===== config.mk =====
export PLATFORM = sky130hd
export DESIGN_NAME = scsi_pdma_seq
export DESIGN_NICKNAME = d
export VERILOG_FILES = /design/src/rtl/pdma_pkg.sv /design/src/rtl/pdma_lane_count.sv /design/src/rtl/pdma_wait_timer.sv /design/src/rtl/pdma_read_lanes.sv /design/src/rtl/scsi_pdma_seq.sv
export SDC_FILE = /design/constraint.sdc
export NUM_CORES = 1
export LEC_CHECK = 0
export BUFFER_PORTS_ARGS = -buffer_cell sky130_fd_sc_hd__buf_2
export CAP_MARGIN = 0
export CORE_ASPECT_RATIO = 2
export CORE_MARGIN = 1
export CORE_UTILIZATION = 50
export CTS_BUF_LIST = sky130_fd_sc_hd__clkbuf_16
export CTS_CLUSTER_SIZE = 25
export DETAILED_ROUTE_END_ITERATION = 10
export HOLD_SLACK_MARGIN = 0.03
export PLACE_DENSITY = 0.86
export SYNTH_ARGS = -nofsm -noshare
export SYNTH_HDL_FRONTEND = slang
export SYNTH_HIERARCHICAL = 1
export SYNTH_SLANG_ARGS = --single-unit

===== constraint.sdc =====
create_clock -name clk -period 2.6 [get_ports clk]
set_input_delay 0.13 -clock clk [delete_from_list [all_inputs] [get_ports clk]]
set_output_delay 0.13 -clock clk [all_outputs]
set_load 0.02 [all_outputs]

===== src/rtl/pdma_pkg.sv =====
package pdma_pkg;
  typedef enum logic [1:0] {
    ST_IDLE = 2'd0,
    ST_WAIT = 2'd1,
    ST_XFER = 2'd2,
    ST_DONE = 2'd3
  } seq_state_t;
endpackage


===== src/rtl/pdma_lane_count.sv =====
// Decodes the byte-enable mask into a burst length: only contiguous runs
// that start at the most significant lane and have a power-of-two length.
module pdma_lane_count #(
  parameter int LANES = 4,
  localparam int CW = $clog2(LANES)
) (
  input  logic [LANES-1:0] be,
  output logic [CW-1:0]    last_idx,
  output logic             valid
);
  always_comb begin
    last_idx = '0;
    valid    = 1'b0;
    for (int j = 0; (1 << j) <= LANES; j++) begin
      if (be == LANES'((1 << LANES) - (1 << (LANES - (1 << j))))) begin
        valid    = 1'b1;
        last_idx = CW'((1 << j) - 1);
      end
    end
  end
endmodule


===== src/rtl/pdma_wait_timer.sv =====
// Counts consecutive stalled cycles of one byte; restarts when cleared.
module pdma_wait_timer #(
  parameter int TW = 16
) (
  input  logic          clk,
  input  logic          rst_n,
  input  logic          clr,
  input  logic          run,
  input  logic [TW-1:0] limit,
  output logic          expired
);
  logic [TW-1:0] cnt_q, cnt_d;

  always_comb begin
    cnt_d = cnt_q;
    if (clr)      cnt_d = '0;
    else if (run) cnt_d = cnt_q + 1'b1;
  end

  always_ff @(posedge clk or negedge rst_n) begin
    if (!rst_n) cnt_q <= '0;
    else        cnt_q <= cnt_d;
  end

  assign expired = run && (cnt_q == limit - 1'b1);


  cnt_bound_chk: assert property (@(posedge clk) disable iff (!rst_n)
    run |-> (cnt_q < limit));
endmodule


===== src/rtl/pdma_read_lanes.sv =====
// Read assembly register: one byte register per lane, lane 0 = MSB.
module pdma_read_lanes #(
  parameter int LANES = 4,
  parameter int BW    = 8,
  localparam int CW = $clog2(LANES),
  localparam int DW = LANES * BW
) (
  input  logic          clk,
  input  logic          rst_n,
  input  logic          clr,
  input  logic          cap,
  input  logic [CW-1:0] lane,
  input  logic [BW-1:0] din,
  output logic [DW-1:0] word
);
  for (genvar k = 0; k < LANES; k++) begin : g_lane
    logic [BW-1:0] byte_q;
    logic          load;
    assign load = cap && (lane == CW'(k));
    always_ff @(posedge clk or negedge rst_n) begin
      if (!rst_n)     byte_q <= '0;
      else if (clr)   byte_q <= '0;
      else if (load)  byte_q <= din;
    end
    assign word[(LANES-1-k)*BW +: BW] = byte_q;
  end
endmodule


===== src/rtl/scsi_pdma_seq.sv =====
module scsi_pdma_seq
  import pdma_pkg::*;
#(
  parameter int LANES   = 4,
  parameter int BW      = 8,
  parameter int OFFW    = 12,
  parameter int TMO_W   = 16,
  parameter int RIDX_W  = 4,
  parameter int RD_REG  = 6,
  parameter int WR_REG  = 0,
  parameter int RD_OFF  = 'h130,
  parameter int WR_OFF  = 'h100,
  localparam int DW = LANES * BW,
  localparam int CW = $clog2(LANES)
) (
  input  logic              clk,
  input  logic              rst_n,
  input  logic              cpu_req,
  input  logic              cpu_we,
  input  logic              cpu_win,
  input  logic [OFFW-1:0]   cpu_hoff,
  input  logic [LANES-1:0]  cpu_be,
  input  logic [DW-1:0]     cpu_wdata,
  output logic [DW-1:0]     cpu_rdata,
  output logic              cpu_ack,
  output logic              cpu_berr,
  input  logic [TMO_W-1:0]  tmo_cycles,
  output logic              ctl_sel,
  output logic              ctl_we,
  output logic [RIDX_W-1:0] ctl_reg,
  output logic              ctl_pdma,
  output logic [BW-1:0]     ctl_wdata,
  input  logic [BW-1:0]     ctl_rdata,
  input  logic              ctl_drq
);
  localparam int REG_LANE = LANES - 2;

  seq_state_t        st_q, st_d;
  logic [CW-1:0]     idx_q, idx_d, last_q, last_d;
  logic              we_q, we_d, pdma_q, pdma_d, regm_q, regm_d, err_q, err_d;
  logic [RIDX_W-1:0] reg_q, reg_d;
  logic [DW-1:0]     wd_q;

  logic              accept, be_ok, expired, hit_rd, hit_wr;
  logic [CW-1:0]     be_last, rd_lane;
  logic [BW-1:0]     wbyte;

  assign accept = (st_q == ST_IDLE) && cpu_req;
  assign hit_rd = !cpu_we && (cpu_hoff == OFFW'(RD_OFF));
  assign hit_wr =  cpu_we && (cpu_hoff == OFFW'(WR_OFF));

  pdma_lane_count #(.LANES(LANES)) u_cnt (
    .be       (cpu_be),
    .last_idx (be_last),
    .valid    (be_ok)
  );

  pdma_wait_timer #(.TW(TMO_W)) u_tmo (
    .clk     (clk),
    .rst_n   (rst_n),
    .clr     (st_q != ST_WAIT),
    .run     ((st_q == ST_WAIT) && !ctl_drq),
    .limit   (tmo_cycles),
    .expired (expired)
  );

  // Next-state logic
  always_comb begin
    st_d   = st_q;
    idx_d  = idx_q;
    last_d = last_q;
    we_d   = we_q;
    pdma_d = pdma_q;
    regm_d = regm_q;
    reg_d  = reg_q;
    err_d  = err_q;
    unique case (st_q)
      ST_IDLE: begin
        if (cpu_req) begin
          we_d  = cpu_we;
          idx_d = '0;
          err_d = 1'b0;
          if (cpu_win) begin
            regm_d = 1'b0;
            pdma_d = 1'b1;
            reg_d  = cpu_we ? RIDX_W'(WR_REG) : RIDX_W'(RD_REG);
            last_d = be_last;
            st_d   = be_ok ? ST_WAIT : ST_DONE;
          end else begin
            regm_d = 1'b1;
            pdma_d = hit_rd || hit_wr;
            reg_d  = cpu_hoff[3 +: RIDX_W];
            last_d = '0;
            st_d   = (hit_rd || hit_wr) ? ST_WAIT : ST_XFER;
          end
        end
      end
      ST_WAIT: begin
        if (ctl_drq) begin
          st_d = ST_XFER;
        end else if (expired) begin
          err_d = 1'b1;
          st_d  = ST_DONE;
        end
      end
      ST_XFER: begin
        if (idx_q == last_q) begin
          st_d = ST_DONE;
        end else begin
          idx_d = idx_q + 1'b1;
          st_d  = ST_WAIT;
        end
      end
      ST_DONE: st_d = ST_IDLE;
      default: st_d = ST_IDLE;
    endcase
  end

  // State registers
  always_ff @(posedge clk or negedge rst_n) begin
    if (!rst_n) begin
      st_q   <= ST_IDLE;
      idx_q  <= '0;
      last_q <= '0;
      we_q   <= 1'b0;
      pdma_q <= 1'b0;
      regm_q <= 1'b0;
      reg_q  <= '0;
      err_q  <= 1'b0;
    end else begin
      st_q   <= st_d;
      idx_q  <= idx_d;
      last_q <= last_d;
      we_q   <= we_d;
      pdma_q <= pdma_d;
      regm_q <= regm_d;
      reg_q  <= reg_d;
      err_q  <= err_d;
    end
  end

  always_ff @(posedge clk or negedge rst_n) begin
    if (!rst_n)      wd_q <= '0;
    else if (accept) wd_q <= cpu_wdata;
  end

  // Write byte: register mode uses bits [15:8], bursts walk down from MSB
  always_comb begin
    wbyte = wd_q[BW +: BW];
    if (!regm_q) begin
      for (int k = 0; k < LANES; k++) begin
        if (idx_q == CW'(k)) wbyte = wd_q[(LANES-1-k)*BW +: BW];
      end
    end
  end

  assign rd_lane = regm_q ? CW'(REG_LANE) : idx_q;

  pdma_read_lanes #(.LANES(LANES), .BW(BW)) u_lanes (
    .clk   (clk),
    .rst_n (rst_n),
    .clr   (accept),
    .cap   ((st_q == ST_XFER) && !we_q),
    .lane  (rd_lane),
    .din   (ctl_rdata),
    .word  (cpu_rdata)
  );

  assign ctl_sel   = (st_q == ST_XFER);
  assign ctl_we    = we_q;
  assign ctl_reg   = reg_q;
  assign ctl_pdma  = pdma_q;
  assign ctl_wdata = wbyte;
  assign cpu_ack   = (st_q == ST_DONE) && !err_q;
  assign cpu_berr  = (st_q == ST_DONE) &&  err_q;


  drq_before_byte_chk: assert property (@(posedge clk) disable iff (!rst_n)
    (ctl_sel && ctl_pdma) |-> $past(ctl_drq));


  berr_after_stall_chk: assert property (@(posedge clk) disable iff (!rst_n)
    cpu_berr |-> $past(!ctl_drq));


  ack_single_chk: assert property (@(posedge clk) disable iff (!rst_n)
    cpu_ack |=> !cpu_ack);


  berr_single_chk: assert property (@(posedge clk) disable iff (!rst_n)
    cpu_berr |=> !cpu_berr);


  data_reg_chk: assert property (@(posedge clk) disable iff (!rst_n)
    (ctl_sel && ctl_pdma) |-> (ctl_reg == (ctl_we ? RIDX_W'(WR_REG) : RIDX_W'(RD_REG))));
endmodule


==> flow_summary_export.csv, run 1 <==
group,metric,value,unit
run_status,outcome,"finished, violations left",
run_status,failing_checks,"negative hold slack",
pwr,worst_ir_drop_vdd,0.448,mV
routing,postRouteAntennaNets,0,
clock_network,cts_root_buf,"clkbuf_16",
die,row_count,52,
sta,maxSlewHeadroom,26.7,%
die,die_w,74.0,µm
synthesis,synth-seq-cells,94,
setup_path,timing.critical_path.required,2860,ps
clock_network,clock_latency,340,ps
synthesis,synthTopCellsByArea,"dfrtp_1 45%, nand2_1 9.5%, mux2i_1 8.7%",
routing,iteration_count_of_the_initial_detailed_routing_pass,5,
die,die_h,146,µm
synthesis,synth.lib_cells_used.distinct,51,
synthesis,netlist.area_leader.share,45.3,%
sta,max_clock_freq,394,MHz
routing,vias,4614,
sta,tightest_slew,1100,ps
setup_path,critical_path.endpoint_type,"register",
pwr,power_leakage,3.41,nW
synthesis,synth-adder-area-share,1.45,%
clock_network,cts.path.max_buffers,2,
synthesis,syn_avg_cell_area,9.15,µm²
routing,drt_drc_violations_left,0,
routing,post_drt_wl_per_cell,15.5,µm
pwr,pwr_density_cell,938,mW/mm²
worst_hold_path,min-delay-path-class,"in -> async",
clock_network,tritoncts_num_sinks,94,
pwr,power_switching,0.00243,W
synthesis,asyncSetResetFlopFracSynth,100,%
setup_path,criticalPathCategory,"reg -> reg",
synthesis,synth_top_cell_by_area,"dfrtp_1",
grt,grt_max_degree,89,
synthesis,synthMuxAreaShare,9.26,%
placed_design,dp.final_hpwl,9.36,mm
placed_design,place.gp.congestion,0.849,
sta,finalSetupViolCount,0,
synthesis,ys_seq_area_share,45.3,%
synthesis,synth_nets,651,
synthesis,syn-cell-area,0.00519,mm²
die,initial_core_util,51.5,%
clock_network,clock_tree_from_tritoncts,"done",
synthesis,synth-main-ff-cell,"dfrtp_1",
pwr,power.clock.fraction,22.4,%
pwr,power.combinational.fraction,41.1,%
sta,finalHoldViolations,12,
die,die_area,0.0108,mm²
finish,layout_top_registers,"u_lanes/g_lane.byte_q: 32 flops, wd_q: 32 flops, u_tmo/cnt_q: 16 flops",
finish,final_layout_size_suffix_gt1_share,23.2,%
sta,fin_setup_tns,0,ps
synthesis,synth_compound_area_share,8.20,%
clock_network,cts.reportedPaths.clkPinSlew,70,ps
synthesis,post_synth_xor_area_fraction,6.08,%
job,maxCapViolCount,0,
routing,wirelength,13.3,mm
grt,number_of_global_route_vias_before_repair,4699,
placed_design,io_buffers,126,
clock_network,cts_buffers,9,
grt,grt_overflow,0,
die,io_pins,127,
setup_path,worst-endpoint-arrival,2800,ps
finish,num-nets-final,803,
setup_path,worstPathMaxFanout,4,
setup_path,cp-start-kind,"register",
pwr,p_seq_share,36.6,%
synthesis,fraction_of_the_mapped_netlist_area_in_simple_logic_gates,25.9,%
finish,signed_area_change_from_the_synthesized_netlist_to_the_final_layout,26.9,%
routing,drtIter0Drc,242,
synthesis,yosysWarnings,6,
grt,track_usage,26.3,%
sta,timing_max_transition_violations_final,0,
finish,num_antenna_cells,0,
die,design.core.area,0.0101,mm²
synthesis,synth_edf_count,0,
synthesis,main_combinational_cell_family_by_area_after_synthesis,"simple AND/OR/NAND/NOR gates",
clock_network,htree_levels,3,
sta,final_min_period_over_clock_period,97.5,%
sta,clock_skew,6.53,ps
pwr,netSwitchingFraction,39.3,%
synthesis,count_of_mapped_cells_out_of_synthesis,567,
grt,grt_pass1_wl,21.9,mm
grt,antenna_found_initial,0,
sta,hold-worst-slack,-24.0,ps
pwr,intPower,0.00375,W
routing,route.detailed.vias_per_inst,5.37,
sta,timing.final.crit_period,2540,ps
## timing repair
action,4_1_cts,5_1_grt
resized for setup,0,3
setup buffers,0,0
hold buffers,30,1
endpoints found under the hold margin,30,1
setup endpoints to repair,0,2
## cell usage in the layout, fill, tap and decap left out, drive strengths merged, types with 2 or more instances in the layout
| cell | Yosys | final |
|---|---|---|
| ha | 6 | 6 |
| a31oi | 3 | 3 |
| clkinv | 0 | 2 |
| o21a | 2 | 2 |
| nand3 | 15 | 15 |
| nor4 | 5 | 5 |
| a22oi | 14 | 14 |
| nor2 | 43 | 43 |
| a21oi | 13 | 13 |
| mux2i | 45 | 45 |
| dfrtp | 94 | 94 |
| or3 | 3 | 3 |
| and3b | 2 | 2 |
| o21ai | 23 | 23 |
| bufinv | 0 | 2 |
| xnor2 | 18 | 18 |
| nand3b | 3 | 3 |
| inv | 12 | 14 |
| nand2 | 133 | 133 |
| a211oi | 2 | 2 |
| xor2 | 18 | 18 |
| nor4b | 4 | 4 |
| mux2 | 2 | 2 |
| buf | 16 | 138 |
| or2 | 3 | 3 |
| clkbuf | 12 | 9 |
| nand2b | 43 | 43 |
| dlygate4sd3 | 0 | 31 |
| nor3 | 10 | 10 |
| and3 | 2 | 2 |
| nand4 | 7 | 7 |
| or3b | 3 | 3 |
## worst paths after layout
check / cells after the start / slack, ps / startpoint / endpoint
worst max-delay path: 10 / 60 / u_tmo/cnt_q[9] / st_q[1]
min in group clk: 3 / 50 / cpu_hoff[6] / ctl_reg[3]
worst min register to register: 2 / 470 / wd_q[27] / wd_q[27]
worst min-delay path: 1 / -20 / rst_n / u_lanes/g_lane[2].byte_q[3]
worst max register to register: 10 / 60 / u_tmo/cnt_q[9] / st_q[1]
max in group asynchronous: 2 / 1860 / rst_n / u_lanes/g_lane[3].byte_q[0]
## cell families after synthesis
group,after synthesis
AND/OR/NAND/NOR,278
flip-flops,94
AO/OA/AOI/OAI,66
multiplexers,47
buffers and inverters,40
XOR/XNOR,36
adder cells (fa/ha/maj),6
## layout make-up
class	instances	area (µm²)
inverters	12	45.0
multi-input cells	433	2660
clock inverters	7	88.8
clock buffers	9	225
repair buffers	169	1050
flip-flops and latches	94	2350
well taps	135	169
fillers	818	3500
## power by group through the flow
stage                     registers [W]  clock network (W)  logic, W
after global routing            0.00231            0.00147   0.00279
final                           0.00226            0.00138   0.00253
after detailed placement        0.00226                  0   0.00249
after global placement          0.00224                  0   0.00239
after floorplan                 0.00240                  0   0.00156
after CTS                       0.00225            0.00140   0.00253
## per-layer routing
metal / GRT usage [%] / part of all wire (%) / vias to the layer above
li1: - / - / 2211
met1: 27.9 / 37 / 2209
met2: 46.6 / 55 / 157
met3: 4.69 / 3.8 / 37
met4: 15.1 / 3.5 / 0
met5: 0 / 0 / -
## through the flow
step                setup slack [ps]  utilization (%)  instance area, µm²  total power, W  cells
floorplan                        184                -                5190         0.00396    567
detailed placement              -165             58.9                5940         0.00475    812
global route                   -47.7             65.3                6580         0.00657    859
finish                          64.4             65.3                6580         0.00617    859
CTS                             62.8             65.0                6560         0.00618    858
global placement                30.2             58.9                5940         0.00464    812
## cell usage after synthesis (3+ instances only)
cell and count:
nand2_1 132, dfrtp_1 94, mux2i_1 45, nand2b_1 43, nor2_1 42, o21ai_0 23
xnor2_1 18, xor2_1 18, a22oi_1 14, nand3_1 14, clkbuf_1 12, a21oi_1 11
buf_2 11, inv_1 11, nor3_1 9, nand4_1 7, ha_1 6, buf_6 4
nor4_1 4, a31oi_1 3, nand3b_1 3, nor4b_1 3, or3_1 3, or3b_1 3
## worst max-delay path: stages, from the launching register on
cell       delay, ps
dfrtp_1          430
xor2_1           360
nor2_1           100
mux2i_1          190
nand4_1          150
a2111oi_2        390
nor4b_4          350
nor2_1            90
a211oi_1         230
nor2_1            80
a21oi_2          120
(Power assumes the default switching activity.)
==> run 2: changes to the inputs <==
--- a/config.mk
+++ b/config.mk
@@ -6,7 +6,6 @@
 export NUM_CORES = 1
 export LEC_CHECK = 0
 export BUFFER_PORTS_ARGS = -buffer_cell sky130_fd_sc_hd__buf_2
-export CAP_MARGIN = 0
 export CORE_ASPECT_RATIO = 2
 export CORE_MARGIN = 1
 export CORE_UTILIZATION = 50
==> constraint.sdc (replaced) <==
create_clock -name clk -period 2.8 [get_ports clk]
set_input_delay 0.14 -clock clk [delete_from_list [all_inputs] [get_ports clk]]
set_output_delay 0.14 -clock clk [all_outputs]
set_load 0.02 [all_outputs]
==> flow_summary_export.csv, run 2 (synthesis gave the netlist of run 1 again) <==
group,metric,value,unit
run_status,outcome,"completed",
finish,signed_area_change_from_the_synthesized_netlist_to_the_final_layout,25.6,%
setup_path,cp_cell_sequence,"nand2b_1 > nor2_1 > nand3_1 > a21oi_1 > nand4_1 > a2111oi_0 > nor4b_4 > nor2_1 > a211oi_1 > nor2_1 > a21oi_2",
placed_design,dp.final_hpwl,9.71,mm
sta,final_min_period_over_clock_period,99.4,%
clock_network,postCtsSetupRepairBufs,0,
routing,post_drt_wl_per_cell,15.7,µm
grt,track_usage,25.9,%
placed_design,setup_slack_at_placement,26.9,ps
finish,num-nets-final,801,
routing,wirelength,13.4,mm
sta,clock_skew,9.03,ps
die,io_pins,127,
setup_path,timing.critical_path.slowest_cell_delay,630,ps
die,row_count,52,
finish,layout_top_registers,"u_lanes/g_lane.byte_q: 32 flops, wd_q: 32 flops, u_tmo/cnt_q: 16 flops",
worst_hold_path,min-delay-path-class,"in -> reg",
sta,hold-worst-slack,38.4,ps
pwr,p_seq_share,38.2,%
die,initial_core_util,51.5,%
grt,number_of_global_route_vias_before_repair,4799,
grt,grt_max_degree,61,
clock_network,cts_root_buf,"clkbuf_16",
pwr,worst_ir_drop_vdd,0.490,mV
clock_network,cts_buffers,9,
routing,postRouteAntennaNets,0,
die,die_h,146,µm
placed_design,io_buffers,126,
setup_path,critical_path.endpoint_type,"register",
die,die_w,74.0,µm
placed_design,post_dp_cell_area,0.00592,mm²
grt,antenna_found_initial,0,
setup_path,timing.critical_path.mode_cell,"nor2_1",
clock_network,htree_levels,3,
job,maxCapViolCount,0,
routing,route.detailed.vias_per_inst,5.37,
finish,final_layout_size_suffix_gt1_share,22.6,%
sta,worst_slack,17.8,ps
finish,num_antenna_cells,0,
sta,tightest_slew,759,ps
pwr,netSwitchingFraction,40.7,%
routing,drt_drc_violations_left,0,
pwr,intPower,0.00328,W
finish,mostFrequentLayoutCell,"nand2_1",
pwr,power_switching,0.00225,W
grt,grt_pass1_wl,21.6,mm
finish,post-route-cell-area,0.00652,mm²
routing,drtIter0Drc,338,
clock_network,tritoncts_num_sinks,94,
sta,maxSlewHeadroom,49.4,%
finish,finalCoreUtilization,64.6,%
sta,timing.final.crit_period,2780,ps
setup_path,critical_path_top_delay_cell,"a2111oi_0",
routing,iteration_count_of_the_initial_detailed_routing_pass,5,
die,design.core.area,0.0101,mm²
die,die_area,0.0108,mm²
setup_path,timing.critical_path.required,3060,ps
clock_network,cts.reportedPaths.clkPinSlew,60,ps
sta,max_clock_freq,359,MHz
clock_network,clock_latency,340,ps
clock_network,cts.path.max_buffers,2,
sta,timing_max_transition_violations_final,0,
finish,mostFrequentLayoutCells,"132 x nand2_1, 125 x buf_2, 94 x dfrtp_1",
pwr,power.combinational.fraction,41.9,%
pwr,power_leakage,3.37,nW
sta,finalHoldViolations,0,
setup_path,criticalPathCategory,"reg -> reg",
setup_path,worstPathMaxFanout,9,
setup_path,cp-start-kind,"register",
grt,grt_overflow,0,
pwr,power.clock.fraction,19.9,%
sta,finalSetupViolCount,0,
placed_design,place.gp.congestion,0.885,
pwr,pwr_density_cell,849,mW/mm²
clock_network,clock_tree_from_tritoncts,"done",
routing,vias,4599,
setup_path,worst-endpoint-arrival,3050,ps
-- run 2: changes by cell type in the layout (fill, tap and decap cells not counted) --
| cell | previous run | this run |
|---|---|---|
| clkinv_1 | 1 | 2 |
| bufinv_16 | 2 | 0 |
| dlygate4sd3_1 | 31 | 32 |
| buf_4 | 12 | 9 |
| clkinvlp_4 | 1 | 2 |
| a2111oi_0 | 0 | 1 |
| a2111oi_2 | 1 | 0 |
-- run 2: power groups by stage --
| stage | sequential [W] | clock, W | combinational (W) |
|---|---|---|---|
| floorplan | 0.00223 | 0 | 0.00145 |
| global placement | 0.00210 | 0 | 0.00219 |
| detailed placement | 0.00212 | 0 | 0.00228 |
| CTS | 0.00211 | 0.00112 | 0.00232 |
| global route | 0.00217 | 0.00117 | 0.00254 |
| finish | 0.00211 | 0.00110 | 0.00232 |
-- run 2: what timing repair did --
item	in CTS	in global routing
hold buffers	32	0
gates resized for setup	0	1
setup endpoints to repair	0	1
hold endpoints to repair	89	0
-- run 2: final timing paths --
check                           cells past startpoint  slack (ps)     startpoint                           to
worst max-delay path                               11          20        st_q[0]                      st_q[1]
worst min-delay path                                3          40  cpu_wdata[28]                     wd_q[28]
worst max register to register                     11          20        st_q[0]                      st_q[1]
worst min register to register                      2         470     ctl_reg[3]                   ctl_reg[3]
max in group asynchronous                           3        1630          rst_n                      wd_q[8]
min in group asynchronous                           2         410          rst_n  u_lanes/g_lane[2].byte_q[4]
-- run 2: worst max-delay path, delay by kind of cell, from the launching register on --
| family | cells | cell delay [ps] |
|---|---|---|
| AO/OA/AOI/OAI | 4 | 1130 |
| AND/OR/NAND/NOR | 7 | 1050 |
| flip-flops | 1 | 530 |
-- run 2: stage by stage --
| step | std cells | TNS, ps | total power [W] |
|---|---|---|---|
| after floorplan | 567 | 0 | 0.00368 |
| after global placement | 809 | 0 | 0.00428 |
| after detailed placement | 809 | 0 | 0.00440 |
| after CTS | 857 | 0 | 0.00555 |
| after global routing | 857 | -54.9 | 0.00588 |
| final | 857 | 0 | 0.00553 |
-- run 2: metal layers --
| layer | part of all wire, % | track usage [%] | vias up |
|---|---|---|---|
| met3 | 3.5 | 4.28 | 37 |
| met4 | 3.5 | 13.5 | 0 |
| met2 | 55 | 46.6 | 158 |
| met1 | 38 | 27.5 | 2204 |
| met5 | 0 | 0 | - |
| li1 | - | - | 2200 |
-- run 2: layout make-up --
cell class	instances	area (µm²)
repair buffers	167	1030
multi-input cells	433	2650
clock buffers	9	225
flip-flops and latches	94	2350
fillers	813	3570
inverters	12	45.0
clock inverters	7	40.0
well taps	135	169
==> run 3: changes to the inputs <==
--- a/config.mk
+++ b/config.mk
@@ -8,12 +8,12 @@
 export BUFFER_PORTS_ARGS = -buffer_cell sky130_fd_sc_hd__buf_2
 export CORE_ASPECT_RATIO = 2
 export CORE_MARGIN = 1
-export CORE_UTILIZATION = 50
+export CORE_UTILIZATION = 37
 export CTS_BUF_LIST = sky130_fd_sc_hd__clkbuf_16
 export CTS_CLUSTER_SIZE = 25
 export DETAILED_ROUTE_END_ITERATION = 10
 export HOLD_SLACK_MARGIN = 0.03
-export PLACE_DENSITY = 0.86
+export PLACE_DENSITY = 0.7
 export SYNTH_ARGS = -nofsm -noshare
 export SYNTH_HDL_FRONTEND = slang
 export SYNTH_HIERARCHICAL = 1
==> flow_summary_export.csv, run 3 (synthesis gave the netlist of run 1 again) <==
group,metric,value,unit
die,die_area,0.0145,mm²
routing,drtIter0Drc,137,
pwr,pwr_density_cell,857,mW/mm²
sta,max_clock_freq,413,MHz
die,io_pins,127,
routing,route.detailed.vias_per_inst,4.88,
setup_path,timing.critical_path.required,2660,ps
clock_network,cts.reportedPaths.clkPinSlew,60,ps
sta,grt_setup_unrepaired,"false",
grt,grt_max_degree,78,
finish,num_antenna_cells,0,
grt,number_of_global_route_vias_before_repair,4525,
sta,clock_skew,6.37,ps
routing,vias,4449,
finish,mostFrequentLayoutCell,"nand2_1",
clock_network,cts.path.max_buffers,2,
routing,drt_drc_violations_left,0,
finish,post-route-cell-area,0.00664,mm²
sta,final_min_period_over_clock_period,86.4,%
placed_design,post_dp_cell_area,0.00600,mm²
sta,fin_setup_tns,0,ps
placed_design,place.gp.congestion,0.848,
placed_design,io_buffers,126,
grt,grt_overflow,0,
pwr,worst_ir_drop_vdd,0.348,mV
clock_network,clock_tree_from_tritoncts,"done",
worst_hold_path,min-delay-path-class,"in -> reg",
finish,num-nets-final,805,
clock_network,cts_root_buf,"clkbuf_16",
finish,layout_top_registers,"u_lanes/g_lane.byte_q: 32 flops, wd_q: 32 flops, u_tmo/cnt_q: 16 flops",
sta,maxSlewHeadroom,33.9,%
routing,postRouteAntennaNets,0,
sta,hold-worst-slack,41.4,ps
sta,finalSetupViolCount,0,
grt,track_usage,18.9,%
grt,grt_pass1_wl,21.4,mm
setup_path,cp-start-kind,"register",
die,design.core.area,0.0136,mm²
run_status,outcome,"completed",
die,row_count,60,
die,die_h,169,µm
finish,mostFrequentLayoutCells,"132 x nand2_1, 125 x buf_2, 94 x dfrtp_1",
sta,timing.final.crit_period,2420,ps
clock_network,htree_levels,3,
routing,iteration_count_of_the_initial_detailed_routing_pass,4,
setup_path,worst-endpoint-arrival,2280,ps
grt,antenna_found_initial,0,
clock_network,cts_buffers,9,
sta,timing_max_transition_violations_final,0,
finish,final_layout_size_suffix_gt1_share,23.2,%
clock_network,tritoncts_num_sinks,94,
placed_design,dp.final_hpwl,9.74,mm
clock_network,clock_latency,340,ps
finish,signed_area_change_from_the_synthesized_netlist_to_the_final_layout,27.9,%
routing,wirelength,13.1,mm
routing,post_drt_wl_per_cell,14.3,µm
setup_path,critical_path.endpoint_type,"output pin",
sta,finalHoldViolations,0,
job,maxCapViolCount,0,
sta,tightest_slew,992,ps
die,die_w,85.7,µm
pwr,power_leakage,3.40,nW
setup_path,worstPathMaxFanout,6,
die,initial_core_util,38.2,%
setup_path,criticalPathCategory,"reg -> out",
pwr,totalPowerFinal,0.00568,W
-- run 3: worst paths after layout --
check | cells after the start | start | slack, ps | to
max | 7 | idx_q[0] | 380 | ctl_wdata[3]
min | 3 | cpu_hoff[3] | 40 | ctl_reg[0]
max reg2reg | 10 | u_tmo/cnt_q[9] | 450 | st_q[1]
min reg2reg | 2 | wd_q[27] | 470 | wd_q[27]
max in group asynchronous | 3 | rst_n | 1520 | err_q
min in group asynchronous | 2 | rst_n | 490 | u_lanes/g_lane[2].byte_q[3]
-- run 3: repair_timing --
item,CTS,global route
endpoints found under the hold margin,105,1
gates resized for setup,0,0
buffers inserted,0,0
hold buffers,31,1
-- run 3: where the power goes --
part	switching [W]	internal, W	leakage (nW)
combinational	0.00140	0.000915	2.01
clock	0.000517	0.000777	0.149
sequential	0.000298	0.00178	1.24
total	0.00221	0.00347	3.40
-- run 3: layout make-up --
| cell class | instances | area, µm² |
|---|---|---|
| multi-input cells | 433 | 2640 |
| clock inverters | 6 | 87.6 |
| repair buffers | 171 | 1050 |
| flip-flops and latches | 94 | 2350 |
| fillers | 1294 | 6950 |
| well taps | 186 | 233 |
| inverters | 12 | 45.0 |
| clock buffers | 9 | 225 |
-- run 3: routing by layer --
layer / global-route usage, % / part of all wire (%) / up-vias
met3: 3.60 / 3.7 / 42
met5: 0 / 0 / -
met1: 19.8 / 39 / 2072
met2: 34.4 / 53 / 134
li1: - / - / 2201
met4: 10.9 / 4.5 / 0
-- run 3: critical path, cell delays in order, from the launching register on --
cell and delay [ps]:
dfrtp_1 430, inv_1 130, ha_1 420, mux2_4 330, mux2i_1 130, a31oi_1 100, o22a_1 230, buf_2 170
-- run 3: metrics by stage --
stage	cells	utilization (%)	setup WS [ps]
after global routing	911	48.8	170
after global placement	864	44.2	177
after floorplan	567	-	374
after detailed placement	864	44.2	146
after CTS	910	48.8	358
final	911	48.8	382
